### src/rtl/cam_bist_pkg.sv
package cam_bist_pkg;
  typedef enum logic [3:0] {
    ST_IDLE,
    ST_FILL,
    ST_WZERO,
    ST_CZERO_HIT,
    ST_CBIT_MISS,
    ST_WBIT,
    ST_CBIT_HIT,
    ST_CZERO_MISS,
    ST_RESTORE,
    ST_DONE,
    ST_FAIL
  } step_e;
endpackage

### src/rtl/cam_bist_seq.sv
module cam_bist_seq
  import cam_bist_pkg::*;
#(
  parameter int ENTRIES = 32,
  parameter int WIDTH   = 32,
  localparam int EW = $clog2(ENTRIES),
  localparam int BW = $clog2(WIDTH)
) (
  input  logic          clk_i,
  input  logic          rst_ni,
  input  logic          start_i,
  input  logic          mismatch_i,
  input  logic          exp_hit_i,
  output step_e         step_o,
  output logic          phase_o,
  output logic [EW-1:0] entry_o,
  output logic [BW-1:0] bit_o,
  output logic [EW-1:0] fail_entry_o,
  output logic [BW-1:0] fail_bit_o,
  output logic          fail_exp_o
);
  localparam logic [EW-1:0] LAST_E = EW'(ENTRIES - 1);
  localparam logic [BW-1:0] LAST_B = BW'(WIDTH - 1);

  step_e         step_q;
  logic          phase_q;
  logic [EW-1:0] entry_q;
  logic [BW-1:0] bit_q;
  logic [EW-1:0] fent_q;
  logic [BW-1:0] fbit_q;
  logic          fexp_q;
  logic          is_cmp;

  assign is_cmp = (step_q == ST_CZERO_HIT) || (step_q == ST_CBIT_MISS) ||
                  (step_q == ST_CBIT_HIT)  || (step_q == ST_CZERO_MISS);

  always_ff @(posedge clk_i or negedge rst_ni) begin
    if (!rst_ni) begin
      step_q  <= ST_IDLE;
      phase_q <= 1'b0;
      entry_q <= '0;
      bit_q   <= '0;
      fent_q  <= '0;
      fbit_q  <= '0;
      fexp_q  <= 1'b0;
    end else begin
      case (step_q)
        ST_IDLE, ST_DONE, ST_FAIL: if (start_i) begin
          step_q  <= ST_FILL;
          phase_q <= 1'b0;
          entry_q <= '0;
          bit_q   <= '0;
          fent_q  <= '0;
          fbit_q  <= '0;
          fexp_q  <= 1'b0;
        end
        ST_FILL: begin
          entry_q <= (entry_q == LAST_E) ? '0 : entry_q + 1'b1;
          if (entry_q == LAST_E) step_q <= ST_WZERO;
        end
        ST_WZERO: begin
          bit_q  <= '0;
          step_q <= ST_CZERO_HIT;
        end
        ST_WBIT: step_q <= ST_CBIT_HIT;
        ST_RESTORE: begin
          if (entry_q == LAST_E) step_q <= ST_DONE;
          else begin
            entry_q <= entry_q + 1'b1;
            step_q  <= ST_WZERO;
          end
        end
        default: if (is_cmp) begin
          if (!phase_q) phase_q <= 1'b1;
          else begin
            phase_q <= 1'b0;
            if (mismatch_i) begin
              step_q <= ST_FAIL;
              fent_q <= entry_q;
              fbit_q <= bit_q;
              fexp_q <= exp_hit_i;
            end else begin
              case (step_q)
                ST_CZERO_HIT: step_q <= ST_CBIT_MISS;
                ST_CBIT_MISS: step_q <= ST_WBIT;
                ST_CBIT_HIT:  step_q <= ST_CZERO_MISS;
                default: begin
                  if (bit_q == LAST_B) step_q <= ST_RESTORE;
                  else begin
                    bit_q  <= bit_q + 1'b1;
                    step_q <= ST_CBIT_MISS;
                  end
                end
              endcase
            end
          end
        end
      endcase
    end
  end

  assign step_o       = step_q;
  assign phase_o      = phase_q;
  assign entry_o      = entry_q;
  assign bit_o        = bit_q;
  assign fail_entry_o = fent_q;
  assign fail_bit_o   = fbit_q;
  assign fail_exp_o   = fexp_q;

  assert_fail_hold_R7: assert property (@(posedge clk_i) disable iff (!rst_ni)
    (step_q == ST_FAIL && !start_i) |=> (step_q == ST_FAIL && $stable(fent_q) && $stable(fbit_q)));

  assert_fill_order_R2: assert property (@(posedge clk_i) disable iff (!rst_ni)
    (step_q == ST_FILL && $past(step_q) == ST_FILL) |-> (entry_q == EW'($past(entry_q) + 1'b1)));

  assert_start_ignored_R11: assert property (@(posedge clk_i) disable iff (!rst_ni)
    (start_i && step_q != ST_IDLE && step_q != ST_DONE && step_q != ST_FAIL && step_q != ST_FILL)
    |=> (step_q != ST_FILL));
endmodule

### src/rtl/cam_bist_pat.sv
module cam_bist_pat
  import cam_bist_pkg::*;
#(
  parameter int ENTRIES = 32,
  parameter int WIDTH   = 32,
  localparam int EW = $clog2(ENTRIES),
  localparam int BW = $clog2(WIDTH)
) (
  input  step_e            step_i,
  input  logic             phase_i,
  input  logic [EW-1:0]    entry_i,
  input  logic [BW-1:0]    bit_i,
  output logic             we_o,
  output logic [EW-1:0]    waddr_o,
  output logic [WIDTH-1:0] wdata_o,
  output logic             cmp_valid_o,
  output logic [WIDTH-1:0] cmp_data_o,
  output logic             chk_o,
  output logic             exp_hit_o,
  output logic             exp_other_o
);
  function automatic logic [WIDTH-1:0] bg_word();
    logic [WIDTH-1:0] w;
    for (int i = 0; i < WIDTH; i++) w[i] = (i % 2) == 1;
    return w;
  endfunction
  localparam logic [WIDTH-1:0] BG = bg_word();

  logic [WIDTH-1:0] onehot;
  logic             cmp_st;
  assign onehot = {{(WIDTH-1){1'b0}}, 1'b1} << bit_i;

  always_comb begin
    we_o       = 1'b0;
    waddr_o    = entry_i;
    wdata_o    = '0;
    cmp_data_o = '0;
    cmp_st     = 1'b0;
    exp_hit_o  = 1'b0;
    case (step_i)
      ST_FILL, ST_RESTORE: begin we_o = 1'b1; wdata_o = BG; end
      ST_WZERO:            we_o = 1'b1;
      ST_WBIT:             begin we_o = 1'b1; wdata_o = onehot; end
      ST_CZERO_HIT:        begin cmp_st = 1'b1; exp_hit_o = 1'b1; end
      ST_CBIT_MISS:        begin cmp_st = 1'b1; cmp_data_o = onehot; end
      ST_CBIT_HIT:         begin cmp_st = 1'b1; cmp_data_o = onehot; exp_hit_o = 1'b1; end
      ST_CZERO_MISS:       cmp_st = 1'b1;
      default: ;
    endcase
  end

  assign cmp_valid_o = cmp_st && !phase_i;
  assign chk_o       = cmp_st && phase_i;
  assign exp_other_o = (cmp_data_o == BG);
endmodule

### src/rtl/cam_bist_cmp.sv
module cam_bist_cmp #(
  parameter int ENTRIES = 32,
  localparam int EW = $clog2(ENTRIES)
) (
  input  logic               chk_i,
  input  logic [EW-1:0]      entry_i,
  input  logic               exp_hit_i,
  input  logic               exp_other_i,
  input  logic [ENTRIES-1:0] hit_i,
  output logic               mismatch_o
);
  logic [ENTRIES-1:0] err;

  for (genvar j = 0; j < ENTRIES; j++) begin : g_line
    assign err[j] = hit_i[j] ^ ((entry_i == EW'(j)) ? exp_hit_i : exp_other_i);
  end

  assign mismatch_o = chk_i && (|err);
endmodule

### src/rtl/cam_match_bist.sv
module cam_match_bist
  import cam_bist_pkg::*;
#(
  parameter int ENTRIES = 32,
  parameter int WIDTH   = 32,
  localparam int EW = $clog2(ENTRIES),
  localparam int BW = $clog2(WIDTH)
) (
  input  logic               clk_i,
  input  logic               rst_ni,
  input  logic               start_i,
  input  logic [ENTRIES-1:0] cam_hit_i,
  output logic               cam_we_o,
  output logic [EW-1:0]      cam_waddr_o,
  output logic [WIDTH-1:0]   cam_wdata_o,
  output logic               cam_cmp_valid_o,
  output logic [WIDTH-1:0]   cam_cmp_data_o,
  output logic               busy_o,
  output logic               done_o,
  output logic               fail_o,
  output logic [EW-1:0]      fail_entry_o,
  output logic [BW-1:0]      fail_bit_o,
  output logic               fail_exp_o
);
  step_e         step;
  logic          phase;
  logic [EW-1:0] entry;
  logic [BW-1:0] bit_idx;
  logic          chk, exp_hit, exp_other, mismatch;

  cam_bist_seq #(.ENTRIES(ENTRIES), .WIDTH(WIDTH)) u_seq (
    .clk_i, .rst_ni, .start_i,
    .mismatch_i(mismatch), .exp_hit_i(exp_hit),
    .step_o(step), .phase_o(phase), .entry_o(entry), .bit_o(bit_idx),
    .fail_entry_o, .fail_bit_o, .fail_exp_o
  );

  cam_bist_pat #(.ENTRIES(ENTRIES), .WIDTH(WIDTH)) u_pat (
    .step_i(step), .phase_i(phase), .entry_i(entry), .bit_i(bit_idx),
    .we_o(cam_we_o), .waddr_o(cam_waddr_o), .wdata_o(cam_wdata_o),
    .cmp_valid_o(cam_cmp_valid_o), .cmp_data_o(cam_cmp_data_o),
    .chk_o(chk), .exp_hit_o(exp_hit), .exp_other_o(exp_other)
  );

  cam_bist_cmp #(.ENTRIES(ENTRIES)) u_cmp (
    .chk_i(chk), .entry_i(entry), .exp_hit_i(exp_hit), .exp_other_i(exp_other),
    .hit_i(cam_hit_i), .mismatch_o(mismatch)
  );

  assign done_o = (step == ST_DONE);
  assign fail_o = (step == ST_FAIL);
  assign busy_o = !(step == ST_IDLE || step == ST_DONE || step == ST_FAIL);

  assert_cmp_gap_R4: assert property (@(posedge clk_i) disable iff (!rst_ni)
    cam_cmp_valid_o |=> (!cam_cmp_valid_o && !cam_we_o));

  assert_excl_R10: assert property (@(posedge clk_i) disable iff (!rst_ni)
    !(done_o && fail_o));

  assert_fail_quiet_R7: assert property (@(posedge clk_i) disable iff (!rst_ni)
    fail_o |-> (!cam_we_o && !cam_cmp_valid_o));

  assert_mismatch_stops_R9: assert property (@(posedge clk_i) disable iff (!rst_ni)
    mismatch |=> fail_o);

  assert_no_overlap_R3: assert property (@(posedge clk_i) disable iff (!rst_ni)
    !(cam_we_o && cam_cmp_valid_o));
endmodule

### config.mk
export PLATFORM = sky130hd
export DESIGN_NAME = cam_match_bist
export DESIGN_NICKNAME = d
export VERILOG_FILES = /design/src/rtl/cam_bist_pkg.sv /design/src/rtl/cam_bist_seq.sv /design/src/rtl/cam_bist_pat.sv /design/src/rtl/cam_bist_cmp.sv /design/src/rtl/cam_match_bist.sv
export SDC_FILE = /design/constraint.sdc
export NUM_CORES = 1
export LEC_CHECK = 0
export BUFFER_PORTS_ARGS = -buffer_cell sky130_fd_sc_hd__buf_2
export CORE_MARGIN = 3
export CORE_UTILIZATION = 48
export DETAILED_ROUTE_END_ITERATION = 6
export GPL_ROUTABILITY_DRIVEN = 0
export PLACE_DENSITY = 0.89
export SLEW_MARGIN = 20
export SYNTH_ARGS = -nofsm -noshare
export SYNTH_HDL_FRONTEND = slang
export SYNTH_SLANG_ARGS = --single-unit
### constraint.sdc
create_clock -name clk_i -period 4.2 [get_ports clk_i]
set_input_delay 1.05 -clock clk_i [delete_from_list [all_inputs] [get_ports clk_i]]
set_output_delay 1.05 -clock clk_i [all_outputs]
set_load 0.01 [all_outputs]
# Word level (Yosys, flattened, before mapping)

Index checks and enable logic that the tools add are counted.

Register bits: 26
Input bits: 35
Output and inout bits: 85

Add/sub/neg operators: 2
Equality and inequality tests: 49
Shift operators: 1
Muxes and demuxes: 72
Bitwise operators: 34
Reductions and logical operators: 34

Operators with widths:

| cell                                              | count |
|---|---|
| == test 5 bit (second input constant)             | 17 |
| two-way mux 5 bit                                 | 14 |
| case mux 32 bit (2 select lines)                  | 1 |
| two-way mux 1 bit                                 | 41 |
| == test 5 x 4 -> 1 bit (second input constant)    | 8 |
| == test 32 bit (second input constant)            | 1 |
| two-way mux 32 bit                                | 1 |
| OR reduction 32 bit                               | 1 |
| left shift 1 x 5 -> 32 bit (first input constant) | 1 |
| XOR 1 bit                                         | 32 |
| case mux 5 bit (3 select lines)                   | 2 |
| two-way mux 4 bit                                 | 7 |
| == test 5 x 3 -> 1 bit (second input constant)    | 4 |
| case mux 4 bit (5 select lines)                   | 1 |
| case mux 5 bit (2 select lines)                   | 2 |
| == test 4 x 3 -> 1 bit (second input constant)    | 4 |
| == test 4 bit (second input constant)             | 3 |
| case mux 4 bit (3 select lines)                   | 1 |
| nonzero test 6 bit                                | 2 |
| adder 5 x 1 -> 5 bit (second input constant)      | 2 |
| == test 5 x 2 -> 1 bit (second input constant)    | 2 |
| nonzero test 3 bit                                | 3 |
| OR reduction 3 bit                                | 3 |
| == test 4 x 2 -> 1 bit (second input constant)    | 2 |
| 20 further kinds                                  | 37 |

# Depth between registers and ports, before layout

Gate-level depths: netlist (run 1).

Word-level depth: 12
Depth in mapped cells: 15
Depth with buffers taken out: 11

# Modules after synthesis

From an unflattened synthesis (run 1), not the netlist that was laid out.

Cell total of the unflattened synthesis: 556
Area, all modules: 4191.5 µm²

By module, submodules not included:

| module         | times used | cells an instance | area each (µm²) | sequential area each (µm²) |
|---|---|---|---|---|
| cam_bist_seq   | 1          | 184               | 1681.6          | 650.6 |
| cam_bist_cmp   | 1          | 241               | 1537.7          | 0.0 |
| cam_bist_pat   | 1          | 125               | 918.4           | 0.0 |
| cam_match_bist | 1          | 6                 | 53.8            | 0.0 |

# Worst setup path before layout (run 1)

No wires, ideal clock.

Path kind: reg-to-reg
Start: reg u_seq.entry_q[2], in the netlist u_seq.entry_o[2]
End: reg u_seq.fexp_q, in the netlist u_seq.fail_exp_o
Library setup time: 125 ps
Data arrival time: 3353 ps
Required time: 4075 ps
Slack: 722 ps
Stages on the path, launching flop included: 15
Cells stage by stage: dfrtp_1 > buf_2 > clkbuf_1 > clkbuf_1 > and3_1 > ha_1 > clkbuf_1 > xnor2_1 > and3_1 > o21ai_0 > a211o_1 > nand4b_1 > o311a_4 > a21o_1 > mux2_4

Longest elaborated chain between the ends: 7

RTL lines:

| element                                              | RTL line           | source |
|---|---|---|
| from (decl)                                          | cam_bist_seq.sv:27 | `logic [EW-1:0] entry_q;` |
| from (signal assigned)                               | cam_bist_seq.sv:58 | `entry_q <= (entry_q == LAST_E) ? '0 : entry_q + 1'b1;` |
| from (signal assigned)                               | cam_bist_seq.sv:69 | `entry_q <= entry_q + 1'b1;` |
| == test 5 x 1 -> 1 bit, or another cell as far along | cam_bist_cmp.sv:15 | `assign err[j] = hit_i[j] ^ ((entry_i == EW'(j)) ? exp_hit_i : exp_other_i);` |
| two-way mux 1 bit                                    | cam_bist_cmp.sv:15 |  |
| XOR 1 bit                                            | cam_bist_cmp.sv:15 |  |
| OR reduction 32 bit *                                | cam_bist_cmp.sv:18 | `assign mismatch_o = chk_i && (\|err);` |
| logical AND 1 bit *                                  | cam_bist_cmp.sv:18 |  |
| nonzero test 2 bit (no source line) *                | -                  |  |
| AND reduction 5 bit (no source line) *               | -                  |  |
| to (signal assigned)                                 | cam_bist_seq.sv:81 | `fexp_q <= exp_hit_i;` |
| to (decl)                                            | cam_bist_seq.sv:31 | `logic fexp_q;` |

Mark *: on every way between the ends. The rest lies on a longest branch, timed or not.
A chain may end at the register's enable or synchronous reset.

# Worst setup path in the final report (run 1)

Start: reg u_seq.step_q[0], in the netlist u_seq.step_o[0]
End: reg u_seq.fexp_q, in the netlist u_seq.fail_exp_o

Longest elaborated chain between the ends: 10

RTL lines:

| element                                   | RTL line                                                   | source |
|---|---|---|
| from (decl)                               | cam_bist_seq.sv:25                                         | `step_e step_q;` |
| from (signal assigned)                    | cam_bist_seq.sv:39                                         | `step_q <= ST_IDLE;` |
| from (signal assigned)                    | cam_bist_seq.sv:49                                         | `step_q <= ST_FILL;` |
| from (signal assigned)                    | cam_bist_seq.sv:59                                         | `if (entry_q == LAST_E) step_q <= ST_WZERO;` |
| == test 4 x 3 -> 1 bit (on tied branches) | cam_bist_seq.sv:34, cam_bist_pat.sv:40, cam_bist_seq.sv:35 |  |
| OR reduction 2 bit (no source line)       | -                                                          |  |
| two-way mux 32 bit                        | cam_bist_pat.sv:40                                         | `case (step_i)` |
| == test 32 bit                            | cam_bist_pat.sv:54                                         | `assign exp_other_o = (cmp_data_o == BG);` |
| two-way mux 1 bit                         | cam_bist_cmp.sv:15                                         |  |
| XOR 1 bit                                 | cam_bist_cmp.sv:15                                         |  |
| OR reduction 32 bit                       | cam_bist_cmp.sv:18                                         |  |
| logical AND 1 bit                         | cam_bist_cmp.sv:18                                         |  |
| nonzero test 2 bit (no source line)       | -                                                          |  |
| AND reduction 5 bit (no source line)      | -                                                          |  |

Parallel ways exist; a longest one is shown, timed or not. The select of a mux whose other input is x is not followed.

==> reports/qor.yml, run 1 <==
status: "completed"
setup_ws_ns: 0.612
dpl-instance-area_mm2: 0.00383
fp.dieH_um: 87.9
power_mw: 1.84
cts_tree: "built"
hold_path_end: "u_seq.fail_entry_o[4]"
r2r_cells: 9
worstPathMaxFanout: 19
period_needed_ns: 3.59
seq_power_share_pct: 18.2
switchingPower_mw: 0.982
hold_start: "u_seq.fail_entry_o[4]"
cts_made_buffers: 3
ys_ff_latch: 26
grt_pass1_vias: 3520
async_reset_ff_share_pct: 100
max_cap_viol_count: 0
start_kind: "register"
finalSetupViolCount: 0
worstSetupStartpoint: "u_seq.step_o[0]"
yosysUniqueCellTypes: 64
critPathTopFamily: "compound AO/OA/AOI/OAI gates"
die_w_um: 87.9
tightest_slew_ns: 0.927
synthMuxAreaShare_pct: 2.06
timing.fmax_ghz: 0.279
area_delta_synth_final_pct: 20.9
period_share_pct: 85.4
clk_latency_ns: 0.27
synthFlopType: "dfrtp_1"
hold_path_depth: 2
diodes: 0
wl_per_cell_um: 15.3
avgSynthCellArea_um2: 6.71
rr_startpoint: "u_seq.step_o[0]"
combPwrFrac_pct: 70.6
hold_viol: 0
drc: 0
layout.cells.non_filler: 652
yosys.area_share.xor_xnor_pct: 1.86
path_cells: "xnor2_2 -> buf_4 -> nor4_1 -> a211o_1 -> a221oi_1 -> nand4b_1 -> o311a_4 -> a21o_1 -> mux2_4"
placedCellCount: 648
layout_common_cells: "119 x buf_2, 84 x nor2_1, 45 x nand2_1"
io_pins: 120
row_count: 29
rsz0062_at_grt: "false"
intPower_mw: 0.862
rrSetupSlack_ns: 0.61
gr-usage-all-layers_pct: 25.5
first_iter_violations: 278
maxSlewViolCount: 0
tns_ns: 0
hpwl_mm: 7.56
post_cts_resized: 0
final_area_mm2: 0.00390
slew_headroom_pct: 37.9
final_nets: 624
cts_setup_buffers: 0
design.core.area_mm2: 0.00642
drtAntennaViolNets: 0
cts.path.max_buffers: 2
initial_core_util_pct: 50.2
synthSimpleGateAreaFrac_pct: 37.6
cts_max_level: 1
dp_slack_ns: 0.683
p_sw_share_pct: 53.3
holdCritPathClass: "register to register"
synth_top_family_by_area: "simple AND/OR/NAND/NOR gates"
drt-pass1-iter-count: 5
clock-root-buffer: "clkbuf_8"
p_per_area_mw_per_mm2: 473
cp.arrival_ns: 3.75
whs_ns: 0.530
synth_compound_area_share_pct: 25.4
grt_max_degree: 27
syn-num-nets: 528
synth_seq_area_share_pct: 20.2
critPathMaxStageDelay_ns: 0.75
postCtsHoldBufs: 0
postSynthCellCount: 480
routed_via_density: 6.13
cp.required_ns: 4.36
synthAdderAreaFrac_pct: 5.05
crit_slowest_cell: "xnor2_2"
cp.buffers_inverters: 1
regToRegEndpoint: "u_seq.fail_exp_o"
cts.clk_slew.worst_paths_ns: 0.09
grt_antenna_before_repair: 0
io_buffers: 119
syn_area_mm2: 0.00322
synth_edf_count: 0
clkPwrFrac_pct: 11.2
critPathKind: "register to register"
grt_pass1_wl_mm: 16.1
via_count: 3994
clock-skew-final_ns: 0.00348
clock-sinks: 26
dieArea_mm2: 0.00773
endpoint_kind: "register"
grt-ovfl-total: 0
final_common_cell: "buf_2"
ir_worst_vdd_mv: 0.326
leakagePower_nw: 1.79
post-route-util_pct: 60.7
drive_gt1_share_pct: 24.5
wl_mm: 9.95
yosys_warnings: 0
[layout make-up]
type / count / area [um2]
clock buffer: 3 / 41.3
fill: 565 / 2520
sequential: 26 / 651
clock inverter: 1 / 30.0
timing repair buffer: 127 / 656
inverter: 28 / 105
tap: 77 / 96.3
multi-input combinational: 390 / 2320
[worst max path at each step]
stage               slack, ns  cells after the start          endpoint
detailed placement       0.68                     10  u_seq.fail_exp_o
global route             0.41                      6    cam_wdata_o[7]
finish                   0.61                      9  u_seq.fail_exp_o
floorplan                0.72                     14  u_seq.fail_exp_o
global placement         0.81                     10  u_seq.fail_exp_o
CTS                      0.67                     10  u_seq.fail_exp_o
[power by group through the flow]
stage               combinational [mW]  sequential, mW  clock, mW
floorplan                        0.942           0.333          0
global placement                  1.24           0.336          0
detailed placement                1.27           0.339          0
CTS                               1.28           0.334      0.211
global route                      1.44           0.342      0.217
finish                            1.30           0.335      0.206
[cells by family (layout without fill, tap and decap cells)]
group | Yosys count | in the layout
and+or+nand+nor | 241 | 241
AOI/OAI and AO/OA | 124 | 124
buffers and inverters | 64 | 159
DFF | 26 | 26
adders and majority gates | 13 | 13
xor gates and xnor gates | 6 | 6
muxes | 6 | 6
[sequential cells by signal, indices dropped and copies added (netlist names)]
name                count
u_seq.fail_entry_o      5
u_seq.bit_o             5
u_seq.step_o            4
u_seq.fail_exp_o        1
u_seq.fail_bit_o        5
u_seq.entry_o           5
u_seq.phase_o           1
[worst reg2reg max path, cell delays in order, from the launching register on]
cell and delay (ns):
dfrtp_1 0.42, xnor2_2 0.75, buf_4 0.31, nor4_1 0.09
a211o_1 0.29, a221oi_1 0.28, nand4b_1 0.22, o311a_4 0.49
a21o_1 0.31, mux2_4 0.34
[synth_stat cells (all sizes together) (11+ instances only)]
cell	count	area share [%]
a21oi	11	1.7
clkbuf	29	3.4
dfrtp	26	20
ha	13	5.0
inv	28	3.3
nand2	45	5.2
nand2b	17	3.3
nand3	20	3.1
nor2	84	9.8
nor2b	17	3.3
nor3	11	1.7
o21ai	52	8.1
[routing by layer]
metal	vias to the layer above	track usage, %	share of wire (%)
met5	-	0	0
met4	0	7.11	1.8
met3	26	2.73	8.8
met2	246	43.2	49
met1	1829	34.5	41
li1	1893	-	-
Power figures use the tool's default switching activity.
==> run 2: changes to the inputs <==
--- a/config.mk
+++ b/config.mk
@@ -10,8 +10,9 @@
 export CORE_UTILIZATION = 48
 export DETAILED_ROUTE_END_ITERATION = 6
 export GPL_ROUTABILITY_DRIVEN = 0
-export PLACE_DENSITY = 0.89
+export PLACE_DENSITY = 0.86
 export SLEW_MARGIN = 20
 export SYNTH_ARGS = -nofsm -noshare
 export SYNTH_HDL_FRONTEND = slang
+export SYNTH_HIERARCHICAL = 1
 export SYNTH_SLANG_ARGS = --single-unit
==> run 2 against run 1 <==
- fmax is 4.7% lower
- the flow now finishes with violations (DRC)
- largest cell class unchanged
- highest routed layer unchanged
- worst hold slack worse by 0.0060 ns
- clock power is 2% higher
- largest power group is now registers
==> reports/qor.yml, run 2 <==
rr_startpoint: "u_seq/entry_o[0]"
post-route-util_pct: 57.4  # -3.3 points
hold_viol: 0  # unchanged
ys_top_cells_by_area: "dfrtp_1 16%, o32ai_1 6.3%, nor2_1 4.0%, nand3_1 3.5%, buf_2 3.3%"
final_common_cell: "buf_2"
grt_max_degree: 40  # +48%
leakagePower_nw: 1.98  # +10%
tns_ns: 0  # unchanged
synth_commonest_cells: "45 x nor2_1, 34 x nand2_1, 30 x o32ai_1"
endpoint: "u_seq/fail_entry_o[3]"
synthSimpleGateAreaFrac_pct: 39.2  # +1.6 points
area_delta_synth_final_pct: 14.2
clk_latency_ns: 0.27  # about the same
io_pins: 120  # unchanged
async_reset_ff_share_pct: 100  # unchanged
hpwl_mm: 10.3  # +36%
cts.clk_slew.worst_paths_ns: 0.09  # about the same
drc: 11  # +11
cp.buffers_inverters: 2  # +1
yosysTopAreaCellShare_pct: 15.5  # -4.7 points
regToRegEndpoint: "u_seq/fail_entry_o[3]"
crit_slowest_cell: "dfrtp_1"
failed_checks: "DRC"
drtAntennaViolNets: 0  # unchanged
layout.cells.non_filler: 743  # +14%
fp.dieH_um: 99.4  # +13%
ys_ff_latch: 26  # unchanged
via_count: 5176  # +30%
cts_made_buffers: 3  # unchanged
first_iter_violations: 585  # +110%
synth_top_area_cell: "dfrtp_1"
rsz0062_at_grt: "false"
wl_mm: 14.1  # +42%
synth_top_family_by_area: "simple AND/OR/NAND/NOR gates"
clock-sinks: 26  # unchanged
ir_worst_vdd_mv: 0.0748  # -77%
rrSetupSlack_ns: 0.44  # -0.18 ns
critPathMaxStageDelay_ns: 0.83  # +0.08 ns
cts_max_level: 1  # unchanged
grt-ovfl-total: 0  # unchanged
drive_gt1_share_pct: 29.6  # +5.1 points
placedCellCount: 739  # +14%
r2r_cells: 12  # +3
layout_common_cells: "119 x buf_2, 45 x nor2_1, 34 x nand2_1"
wl_per_cell_um: 19.0  # +25%
dp_slack_ns: 0.432  # -0.250 ns
synth_edf_count: 0  # unchanged
syn_area_mm2: 0.00419  # +30%
cp.arrival_ns: 3.92  # +0.17 ns
postSynthCellCount: 556  # +16%
postCtsHoldBufs: 0  # unchanged
syn-num-nets: 595  # +13%
avgSynthCellArea_um2: 7.54  # +12%
initial_core_util_pct: 50.3  # +0.070 points
routed_via_density: 6.97  # +14%
yosysMostFrequentCell: "nor2_1"
grt_pass1_wl_mm: 22.3  # +39%
cts.path.max_buffers: 2  # unchanged
synth_compound_area_share_pct: 27.2  # +1.8 points
cp.required_ns: 4.36  # about the same
cts_setup_buffers: 0  # unchanged
yosys.area_share.xor_xnor_pct: 1.22  # -0.64 points
grt_pass1_vias: 4683  # +33%
cp.depth: 12  # +3
endpoint_kind: "register"
clock-root-buffer: "clkbuf_8"
finalSetupViolCount: 0  # unchanged
slew_headroom_pct: 28.4  # -9.5 points
final_nets: 678  # +8.7%
synthFlopType: "dfrtp_1"
period_needed_ns: 3.76  # +0.176 ns
gr-usage-all-layers_pct: 26.8  # +1.3 points
start_kind: "register"
path_cells: "nor3b_2 -> nand2_1 -> a21oi_1 -> o21ai_0 -> a222oi_1 -> a41oi_1 -> buf_4 -> and2_1 -> a311oi_1 -> a211oi_1 -> buf_4 -> o32ai_1"
die_w_um: 99.4  # +13%
worstPathMaxFanout: 20  # +1
dieArea_mm2: 0.00989  # +28%
row_count: 33  # +14%
diodes: 0  # unchanged
clock-skew-final_ns: 0.00242  # -0.00106 ns
holdCritPathClass: "register to register"
synthMuxAreaShare_pct: 4.42  # +2.4 points
critPathTopFamily: "compound AO/OA/AOI/OAI gates"
tightest_slew_ns: 1.07  # +0.145 ns
io_buffers: 119  # unchanged
drt-pass1-iter-count: 7  # +2
design.core.area_mm2: 0.00834  # +30%
synth_seq_area_share_pct: 15.5  # -4.7 points
cpMostUsedCell: "buf_4"
yosysUniqueCellTypes: 85  # +33%
status: "complete, but fails checks"
p_per_area_mw_per_mm2: 113  # -76%
setup_ws_ns: 0.436  # -0.176 ns
maxSlewViolCount: 0  # unchanged
max_cap_viol_count: 0  # unchanged
period_share_pct: 89.6  # +4.2 points
yosys_warnings: 6  # +6
timing.fmax_ghz: 0.266  # -4.7%
critPathKind: "register to register"
post_cts_resized: 0  # unchanged
grt_antenna_before_repair: 0  # unchanged
cts_tree: "built"
synthAdderAreaFrac_pct: 1.19  # -3.9 points
worstSetupStartpoint: "u_seq/entry_o[0]"
## run 2: worst register-to-register path: cells and delay by family (launching register included)
family	cells	cell delay (ns)
AO/OA/AOI/OAI	7	1.37
AND/OR/NAND/NOR	3	1.05
flip-flops	1	0.83
buffers and inverters	2	0.39
## run 2: kinds of logic (layout without fill, tap and decap cells)
kind of cell | count (synthesis) | after routing
muxes | 17 | 17
DFF | 26 | 26
xor gates and xnor gates | 5 | 5
AOI/OAI and AO/OA | 148 | 148
adders and majority gates | 4 | 4
other | 1 | 1
buffers and inverters | 89 | 171
and+or+nand+nor | 266 | 266
## run 2: metrics by stage
| step | power (mW) | cell area [um2] | hold slack (ns) |
|---|---|---|---|
| 6_report | 0.542 | 4790 | 0.524 |
| 5_1_grt | 0.558 | 4790 | 0.558 |
| 4_1_cts | 0.542 | 4790 | 0.527 |
| 3_5_place_dp | 0.331 | 4710 | 0.506 |
| 3_3_place_gp | 0.329 | 4710 | 0.499 |
| 2_1_floorplan | 0.287 | 4190 | 0.550 |
## run 2: cell type report
class	instances	area, um2
repair buffers	142	768
inverters	25	93.8
flip-flops and latches	26	651
fillers	756	3550
clock inverters	1	30.0
clock buffers	3	41.3
well taps	105	131
multi-input cells	441	3070
## run 2: worst min path at each step
stage                              startpoint             endpoint  slack (ns)  depth (start not counted)
after floorplan           u_seq/fail_bit_o[1]  u_seq/fail_bit_o[1]        0.55                          2
after global placement    u_seq/fail_bit_o[4]  u_seq/fail_bit_o[4]        0.50                          2
after detailed placement  u_seq/fail_bit_o[1]  u_seq/fail_bit_o[1]        0.51                          2
after CTS                 u_seq/fail_bit_o[1]  u_seq/fail_bit_o[1]        0.53                          2
after global routing      u_seq/fail_bit_o[1]  u_seq/fail_bit_o[1]        0.56                          2
final                     u_seq/fail_bit_o[1]  u_seq/fail_bit_o[1]        0.52                          2
## run 2: report_power, final
part	internal, mW	switching, mW	total, mW
Sequential	0.250	0	0.250
Combinational	0.0309	0.0504	0.0813
Clock	0.128	0.0834	0.211
## run 2: per-layer routing
| metal | vias to the layer above | wire length [um] | GRT usage (%) |
|---|---|---|---|
| met2 | 432 | 6420 | 44.9 |
| met1 | 2365 | 5130 | 33.2 |
| met3 | 99 | 1810 | 3.93 |
| met5 | - | 0 | 0 |
| li1 | 2280 | - | - |
| met4 | 0 | 793 | 14.4 |
